[src/rtl/rx_burst_pkg.sv]
`timescale 1ns/1ps
package rx_burst_pkg;
  typedef enum logic [1:0] {ST_IDLE, ST_DATA, ST_GAP} sched_st_t;

  // Bit that makes the total count of ones in {w, bit} odd.
  function automatic logic odd_fill(input logic [31:0] w);
    return ~^w;
  endfunction
endpackage

[src/rtl/rx_port_elig.sv]
`timescale 1ns/1ps
module rx_port_elig #(
  parameter int NPORTS = 4,
  parameter int CNTW   = 9
) (
  input  logic [NPORTS*CNTW-1:0] port_bytes,
  input  logic [CNTW-1:0]        thresh,
  input  logic [NPORTS-1:0]      has_eop,
  output logic [NPORTS-1:0]      elig
);
  for (genvar p = 0; p < NPORTS; p++) begin : g_port
    assign elig[p] = (port_bytes[p*CNTW +: CNTW] > thresh) || has_eop[p];
  end
endmodule

[src/rtl/rx_rr_pick.sv]
`timescale 1ns/1ps
module rx_rr_pick #(
  parameter int NPORTS = 4,
  parameter int PW     = 2
) (
  input  logic [NPORTS-1:0] req,
  input  logic [PW-1:0]     ptr,
  output logic [PW-1:0]     gnt,
  output logic              any
);
  int idx;
  // Scan from the farthest offset down so the nearest request wins.
  always_comb begin
    any = 1'b0;
    gnt = '0;
    idx = 0;
    for (int k = NPORTS - 1; k >= 0; k--) begin
      idx = int'(ptr) + k;
      if (idx >= NPORTS) idx = idx - NPORTS;
      if (req[idx]) begin
        any = 1'b1;
        gnt = PW'(idx);
      end
    end
  end
endmodule

[src/rtl/rx_burst_sched.sv]
`timescale 1ns/1ps
module rx_burst_sched
  import rx_burst_pkg::*;
#(
  parameter int NPORTS = 4,
  parameter int CNTW   = 9,
  parameter int MAXW   = 64,
  localparam int PW    = (NPORTS > 1) ? $clog2(NPORTS) : 1,
  localparam int LIMW  = $clog2(MAXW) + 1
) (
  input  logic                   clk,
  input  logic                   rst,
  input  logic [CNTW-1:0]        cfg_thresh,
  input  logic [LIMW-1:0]        cfg_burst_words,
  input  logic                   cfg_gap2,
  input  logic [NPORTS*CNTW-1:0] port_bytes,
  input  logic [NPORTS-1:0]      port_has_eop,
  output logic [PW-1:0]          rd_port,
  input  logic                   hd_valid,
  output logic                   hd_ready,
  input  logic [31:0]            hd_data,
  input  logic                   hd_sop,
  input  logic                   hd_eop,
  input  logic [1:0]             hd_mod,
  input  logic                   hd_err,
  input  logic                   renb_n,
  output logic [31:0]            rx_dat,
  output logic                   rx_prty,
  output logic [1:0]             rx_mod,
  output logic                   rx_sop,
  output logic                   rx_eop,
  output logic                   rx_err,
  output logic                   rx_sx,
  output logic                   rx_val
);
  logic [NPORTS-1:0] elig;
  logic [PW-1:0]     ptr_q, sel_q, gnt;
  logic              any;
  sched_st_t         st_q;
  logic [LIMW-1:0]   wcnt_q, lim, wnext;
  logic [1:0]        gcnt_q;
  logic              close_burst;

  rx_port_elig #(.NPORTS(NPORTS), .CNTW(CNTW)) elig_i (
    .port_bytes(port_bytes), .thresh(cfg_thresh),
    .has_eop(port_has_eop), .elig(elig)
  );

  rx_rr_pick #(.NPORTS(NPORTS), .PW(PW)) pick_i (
    .req(elig), .ptr(ptr_q), .gnt(gnt), .any(any)
  );

  assign lim         = (cfg_burst_words == '0) ? LIMW'(MAXW) : cfg_burst_words;
  assign wnext       = wcnt_q + 1'b1;
  assign close_burst = hd_eop || (wnext >= lim);
  assign rd_port     = sel_q;
  assign hd_ready    = !renb_n && (st_q == ST_DATA);

  always_ff @(posedge clk) begin
    if (rst) begin
      st_q    <= ST_IDLE;
      ptr_q   <= '0;
      sel_q   <= '0;
      wcnt_q  <= '0;
      gcnt_q  <= '0;
      rx_dat  <= '0;
      rx_prty <= 1'b0;
      rx_mod  <= '0;
      rx_sop  <= 1'b0;
      rx_eop  <= 1'b0;
      rx_err  <= 1'b0;
      rx_sx   <= 1'b0;
      rx_val  <= 1'b0;
    end else if (!renb_n) begin
      case (st_q)
        ST_IDLE: begin
          rx_val <= 1'b0;
          rx_sop <= 1'b0;
          rx_eop <= 1'b0;
          rx_err <= 1'b0;
          rx_mod <= '0;
          rx_sx  <= any;
          if (any) begin
            rx_dat  <= 32'(gnt);
            rx_prty <= odd_fill(32'(gnt));
            sel_q   <= gnt;
            wcnt_q  <= '0;
            st_q    <= ST_DATA;
          end
        end
        ST_DATA: begin
          rx_sx  <= 1'b0;
          rx_val <= hd_valid;
          if (hd_valid) begin
            rx_dat  <= hd_data;
            rx_prty <= odd_fill(hd_data);
            rx_sop  <= hd_sop;
            rx_eop  <= hd_eop;
            rx_mod  <= hd_eop ? hd_mod : 2'b00;
            rx_err  <= hd_eop && hd_err;
            wcnt_q  <= wnext;
            if (close_burst) begin
              ptr_q  <= (sel_q == PW'(NPORTS - 1)) ? '0 : sel_q + 1'b1;
              gcnt_q <= 2'd2;
              st_q   <= cfg_gap2 ? ST_GAP : ST_IDLE;
            end
          end
        end
        default: begin
          rx_sx  <= 1'b0;
          rx_val <= 1'b0;
          gcnt_q <= gcnt_q - 1'b1;
          if (gcnt_q <= 2'd1) st_q <= ST_IDLE;
        end
      endcase
    end
  end
endmodule

[config.mk]
export PLATFORM = sky130hd
export DESIGN_NAME = rx_burst_sched
export DESIGN_NICKNAME = d
export VERILOG_FILES = /design/src/rtl/rx_burst_pkg.sv /design/src/rtl/rx_port_elig.sv /design/src/rtl/rx_rr_pick.sv /design/src/rtl/rx_burst_sched.sv
export SDC_FILE = /design/constraint.sdc
export NUM_CORES = 1
export LEC_CHECK = 0
export ABC_CLOCK_PERIOD_IN_PS = 3300
export BUFFER_PORTS_ARGS = -buffer_cell sky130_fd_sc_hd__buf_2
export CAP_MARGIN = 20
export CORE_MARGIN = 2
export CORE_UTILIZATION = 40
export DETAILED_ROUTE_END_ITERATION = 10
export GPL_TIMING_DRIVEN = 0
export PLACE_DENSITY = 0.79
export REMOVE_ABC_BUFFERS = 1
export SLEW_MARGIN = 40
export SYNTH_ARGS = -nofsm -noshare
export SYNTH_HDL_FRONTEND = slang
export SYNTH_HIERARCHICAL = 1
export SYNTH_SLANG_ARGS = --single-unit
[constraint.sdc]
create_clock -name clk -period 3.3 [get_ports clk]
set_input_delay 0.66 -clock clk [delete_from_list [all_inputs] [get_ports clk]]
set_output_delay 0.66 -clock clk [all_outputs]
set_load 0.01 [all_outputs]
==> results of run 1 <==
[area by class of cell]
cell class              instances  area share
flip-flops and latches         55      0.2393
clock inverters                 1    0.001632
inverters                      22     0.01795
multi-input cells             344      0.5233
well taps                     108     0.02937
repair buffers                147      0.1675
clock buffers                   7     0.02094
[stage by stage]
step / instance area [um^2] / setup TNS, ps / std cells / setup slack, ps / util
2_1_floorplan: 3511 / -35010 / 421 / -1183 / -
3_3_place_gp: 4347 / -86040 / 669 / -2604 / 0.4960
3_5_place_dp: 4422 / -11880 / 675 / -481.1 / 0.5046
4_1_cts: 4558 / 0 / 684 / 73.32 / 0.5201
5_1_grt: 4601 / 0 / 684 / 89.14 / 0.5250
6_report: 4601 / 0 / 684 / 262.3 / 0.5250
[what timing repair did]
| action | CTS | global route |
|---|---|---|
| endpoints found under the setup margin | 9 | 16 |
| setup buffers | 1 | 1 |
| gates cloned | 0 | 0 |
| resized for setup | 5 | 15 |
| pin swaps | 1 | 8 |
| endpoints found under the hold margin | 0 | 0 |
[cells by family (layout without fill, tap and decap cells)]
group / after synthesis / after routing / share of synthesized area
AOI/OAI and AO/OA: 101 / 101 / 0.1716
xor gates and xnor gates: 37 / 37 / 0.08925
adders and majority gates: 46 / 46 / 0.1585
buffers and inverters: 45 / 177 / 0.05583
DFF: 55 / 55 / 0.3032
muxes: 3 / 3 / 0.008270
and+or+nand+nor: 157 / 157 / 0.2133
[cell usage in the layout, fill, tap and decap left out, drive strengths merged, types with 12 or more instances in the layout]
cell type	count
buf	147
a21oi	60
dfxtp	55
nand2	48
ha	46
nand3	33
xnor2	31
nor2	31
inv	22
o21ai	12
[worst max-delay path by stage]
stage / cells past startpoint / end / slack [ps]
4_1_cts: 18 / rx_dat[17] / 70
3_3_place_gp: 15 / wcnt_q[3] / -2600
6_report: 17 / rx_dat[17] / 260
2_1_floorplan: 14 / wcnt_q[2] / -1180
3_5_place_dp: 18 / rx_dat[17] / -480
5_1_grt: 15 / rx_prty / 90
[power by group through the flow]
stage / combinational (mW) / clock, mW / sequential (mW)
6_report: 0.467 / 0.409 / 0.700
3_5_place_dp: 0.450 / 0 / 0.715
4_1_cts: 0.460 / 0.423 / 0.700
3_3_place_gp: 0.421 / 0 / 0.713
2_1_floorplan: 0.265 / 0 / 0.721
5_1_grt: 0.521 / 0.450 / 0.703
[metal layers]
layer | up-vias | global-route usage | share of wire
met2 | 104 | 0.3342 | 0.49
met1 | 1647 | 0.2250 | 0.43
met3 | 27 | 0.02389 | 0.045
met5 | - | 0 | 0
li1 | 1826 | - | -
met4 | 0 | 0.07903 | 0.030
[worst register-to-register path: stages, from the launching register on]
cell and delay (ps):
dfxtp_1 440, ha_1 260, nand3_1 180, nor2_1 180
xor2_1 220, ha_1 310, and4_4 210, a2111oi_4 340
a21boi_0 450, o21ai_0 140, a21oi_1 160
[sequential cells by signal, summed over array words and instances (netlist names)]
name     count
rx_eop       1
ptr_q        2
wcnt_q       7
gcnt_q       2
rd_port      2
rx_sx        1
rx_prty      1
st_q         2
rx_err       1
rx_mod       2
rx_val       1
rx_sop       1
rx_dat      32
==> impl_metrics.toml, run 1 <==
[layout]
regArea_um2 = 1101
drive_above_1_share = 0.3194
area_growth_pct = 26.71
diodes = 0
finalNetCount = 719
multi_input_area_um2 = 2407
num-fill-cells = 846

[timing]
finalSetupViolCount = 0
rsz0062_at_grt = "no"
hold_viol = 0
period_share = 0.9205
slew_headroom = 0.5748
skew_ps = 10.39
clock.fmax_mhz = 329.2
tightest_slew_ps = 631.1
whs_ps = 454.5
drv_slew = 0
min_period_ps = 3038

[power]
p_leak_nw = 2.098
power_frac_seq = 0.444
power.density_nw_per_um2 = 342.6
power.switching_uw = 487.0
p_comb_frac = 0.296
peakVddDrop_mv = 0.2824
clock_power_share = 0.260
power_mw = 1.576
p_int_mw = 1.089
p_sw_frac = 0.3090

[clock_network]
cts_hold_repair.buffers = 0
cts.clk_slew.worst_paths_ps = 90
cts_tree = "built"
numCtsBuffers = 5
htree_levels = 2
clkSinkCount = 55
clock_latency_ps = 320
clockRootBuffer = "clkbuf_8"
clockBufferDepth = 2

[worst_setup_path]
r2r-end = "ptr_q[1]"
crit_path_start_kind = "primary input"
r2r_start = "wcnt_q[0]"
crit_family = "simple AND/OR/NAND/NOR gates"
rr_worst_depth = 10
cp_max_fo = 12
slowest_delay_ps = 360
crit_buf_inv = 5
critPathLaunch = "cfg_thresh[6]"
cp_cell_sequence = "buf_2 > inv_2 > ha_1 > nand4_1 > nor2_2 > a2111oi_4 > a22oi_2 > nor2_2 > nand2_1 > nor2b_2 > a21oi_2 > nor3_4 > buf_4 > buf_4 > buf_2 > nand3_1 > a21oi_1"
required_ps = 3470
reg2reg_setup_slack_ps = 330
cp_slowest_cell = "a2111oi_4"
critPathKind = "primary input to flop"
worst_ep_arrival_time_ps = 3210
cp-end-kind = "flop"

[yosys]
yosysSeqAreaShare = 0.3032
netlist_top_cells_count = "a21oi_1, dfxtp_1, nand2_1"
synthArstFlopShare = 0
syn-instance-count = 444
synth-edff-count = 0
synth.most_common_cell = "a21oi_1"
synth_area_per_cell_um2 = 8.178
synth_top_flop_cell = "dfxtp_1"
yosysTopAreaCellShare = 0.3032
ys_top_cells_by_area = "dfxtp_1, ha_1, a21oi_1"
yosys_warnings = 6
ys_types = 48
synth_top_cell_by_area = "dfxtp_1"
yosys_register_bits = 55
syn_area_um2 = 3631

[global_routing]
overflow = 0
grt_pass1_wl_mm = 15.32
antenna_found_initial = 0
grt_start_max_net_pins = 56
grt_pass1_vias = 3513
grt.total_usage = 0.1870

[placement]
gp_congestion = 0.8410
dp_hpwl_mm = 7.419
portBuffers = 140

[floorplanning]
dieArea_um2 = 9856
die_w_um = 99.28
die_h_um = 99.28
pin_count = 141
rows = 34
initial_core_util = 0.4143
coreArea_um2 = 8763

[routing]
via_per_inst = 5.269
drt-initial-drc-count = 118
drt-total-wl_mm = 9.604
ant_nets = 0
route.detailed.drc = 0
routed-via-count = 3604
post_drt_wl_per_cell_um = 14.04
firstDrtPassIters = 4

[flow_run]
max_cap_violations = 0

[worst_hold_path]
hp-class = "flop to flop"
holdPathEnd = "rx_dat[14]"
holdPathStages = 2
min_from = "rx_dat[14]"

[outcome]
status = "complete, no violations"
No activity file was read; power rests on OpenSTA's default activity.
==> inputs of run 2 (changes only) <==
REMOVE_ABC_BUFFERS = unset   (was 1)
==> run 2 against run 1 <==
Compared with the run above: core utilization down 0.20 points; wire length up 4.1%; via count up 2.8%; first-iteration DRC count up 92%; critical path depth down 7; non-clock buffer count up 14; sequential power about the same; largest cell class unchanged; largest power group unchanged.
==> impl_metrics.toml, run 2 (synthesis results as in run 1) <==
[outcome]
status = "complete, no violations"

[clock_network]
cts_tree = "built"
numCtsBuffers = 5
cts.clk_slew.worst_paths_ps = 100
clkSinkCount = 55
clockRootBuffer = "clkbuf_8"
htree_levels = 2
clock_latency_ps = 310
cts_hold_repair.buffers = 0
clockBufferDepth = 2

[placement]
gp_congestion = 0.8463
portBuffers = 138
dp_hpwl_mm = 8.074

[timing]
rsz0062_at_grt = "no"
drv_slew = 0
tightest_slew_ps = 662.8
finalSetupViolCount = 0
period_share = 0.9314
hold_viol = 0
clock.fmax_mhz = 325.4
slew_headroom = 0.5535
skew_ps = 10.88
min_period_ps = 3074
whs_ps = 456.4

[power]
p_leak_nw = 2.107
power.switching_uw = 493.3
peakVddDrop_mv = 0.2067
p_sw_frac = 0.3067
p_comb_frac = 0.290
power.density_nw_per_um2 = 351.0
clock_power_share = 0.276
power_frac_seq = 0.434
p_int_mw = 1.115

[worst_setup_path]
cp_slowest_cell = "a21boi_0"
cp_max_fo = 6
slowest_delay_ps = 450
cp_common_cell = "ha_1"
critPathLaunch = "wcnt_q[0]"
critPathCapture = "ptr_q[0]"
required_ps = 3540
r2r_start = "wcnt_q[0]"
crit_buf_inv = 0
reg2reg_setup_slack_ps = 230
worst_ep_arrival_time_ps = 3310
cp_cell_sequence = "ha_1 > nand3_1 > nor2_1 > xor2_1 > ha_1 > and4_4 > a2111oi_4 > a21boi_0 > o21ai_0 > a21oi_1"
crit_path_start_kind = "flop"
r2r-end = "ptr_q[0]"
cp-end-kind = "flop"
crit_family = "compound AO/OA/AOI/OAI gates"
critPathKind = "flop to flop"
cp.depth = 10
rr_worst_depth = 10

[global_routing]
overflow = 0
grt_util_met1 = 0.2489
top_usage_layer = "met2"
grt_pass1_vias = 3622
grt.total_usage = 0.1967
grt_pass1_wl_mm = 16.12
antenna_found_initial = 0
grt_use_met3 = 0.02670
use_met2 = 0.3404
grt_start_max_net_pins = 17

[routing]
drt-total-wl_mm = 9.998
route.detailed.drc = 0
drt-initial-drc-count = 226
firstDrtPassIters = 4
routed-via-count = 3706
ant_nets = 0
post_drt_wl_per_cell_um = 14.34
via_per_inst = 5.317

[layout]
layout_common_cells = "buf_2, a21oi_1, dfxtp_1"
reg_top3 = "rx_dat x32, wcnt_q x7"
regMostFlops = "rx_dat"
drive_above_1_share = 0.2852
largest_register_ffs = 32
final_common_cell = "buf_2"
finalNetCount = 733
diodes = 0
area_growth_pct = 26.22
final_util = 0.5230

[floorplanning]
die_h_um = 99.28
pin_count = 141
die_w_um = 99.28
dieArea_um2 = 9856
initial_core_util = 0.4143
coreArea_um2 = 8763
rows = 34

[worst_hold_path]
min_from = "rx_dat[14]"
hp-class = "flop to flop"

[yosys]
synthesis.nets = 588

[flow_run]
max_cap_violations = 0
run 2: cell count changes in the layout (fill, tap and decap cells not counted), moves of 3 or more:
cell / delta
clkbuf_1: +10
inv_2: -6
inv_1: +6
a21oi_2: -3
nor2_2: -3
nor2_1: +3
a21oi_1: +3
run 2: power by group through the flow:
stage	registers (mW)	clock network (mW)	logic, mW
finish	0.698	0.443	0.467
global placement	0.712	0	0.442
detailed placement	0.713	0	0.460
floorplan	0.721	0	0.290
CTS	0.698	0.449	0.462
global route	0.701	0.475	0.517
run 2: metrics by stage:
| stage | setup slack [ps] | power, mW | instance area [um^2] | TNS [ps] | instances |
|---|---|---|---|---|---|
| after global placement | 0.3064 | 1.154 | 4457 | 0 | 690 |
| after global routing | 46.40 | 1.693 | 4583 | 0 | 697 |
| final | 226.5 | 1.609 | 4583 | 0 | 697 |
| after CTS | 210.3 | 1.609 | 4563 | 0 | 697 |
| after floorplan | 488.3 | 1.011 | 3631 | 0 | 444 |
| after detailed placement | -91.32 | 1.173 | 4457 | -1814 | 690 |
run 2: layer usage:
metal / vias up / share of wire / wire [um]
li1: 1850 / - / -
met1: 1694 / 0.43 / 4335
met2: 135 / 0.47 / 4719
met3: 27 / 0.065 / 653
met4: 0 / 0.029 / 289
met5: - / 0 / 0
run 2: what timing repair did:
item                                   in CTS  in global routing
setup endpoints to repair                   0                 27
endpoints found under the hold margin       0                  0
resized for setup                           0                  5
buffers inserted                            0                  0
run 2: worst min-delay path: cells and delay by family (launching register included):
family | cells | cell delay [ps]
and+or+nand+nor | 1 | 50
DFF | 1 | 320
AOI/OAI and AO/OA | 1 | 50
run 2: worst min-delay path by stage:
stage,endpoint,slack [ps],cells after the start
after floorplan,gcnt_q[1],440,1
after global placement,rx_dat[3],440,2
after detailed placement,rx_dat[23],450,2
after CTS,rx_dat[9],460,2
after global routing,rx_dat[8],480,2
final,rx_dat[14],460,2
run 2: final cells by class:
| class | count | area [um^2] |
|---|---|---|
| fillers | 820 | 4180 |
| multi-input cells | 344 | 2342 |
| flip-flops and latches | 55 | 1101 |
| repair buffers | 138 | 690.7 |
| well taps | 108 | 135.1 |
| plain buffers | 23 | 125.1 |
| inverters | 22 | 82.58 |
| clock buffers | 5 | 68.82 |
| clock inverters | 2 | 37.54 |
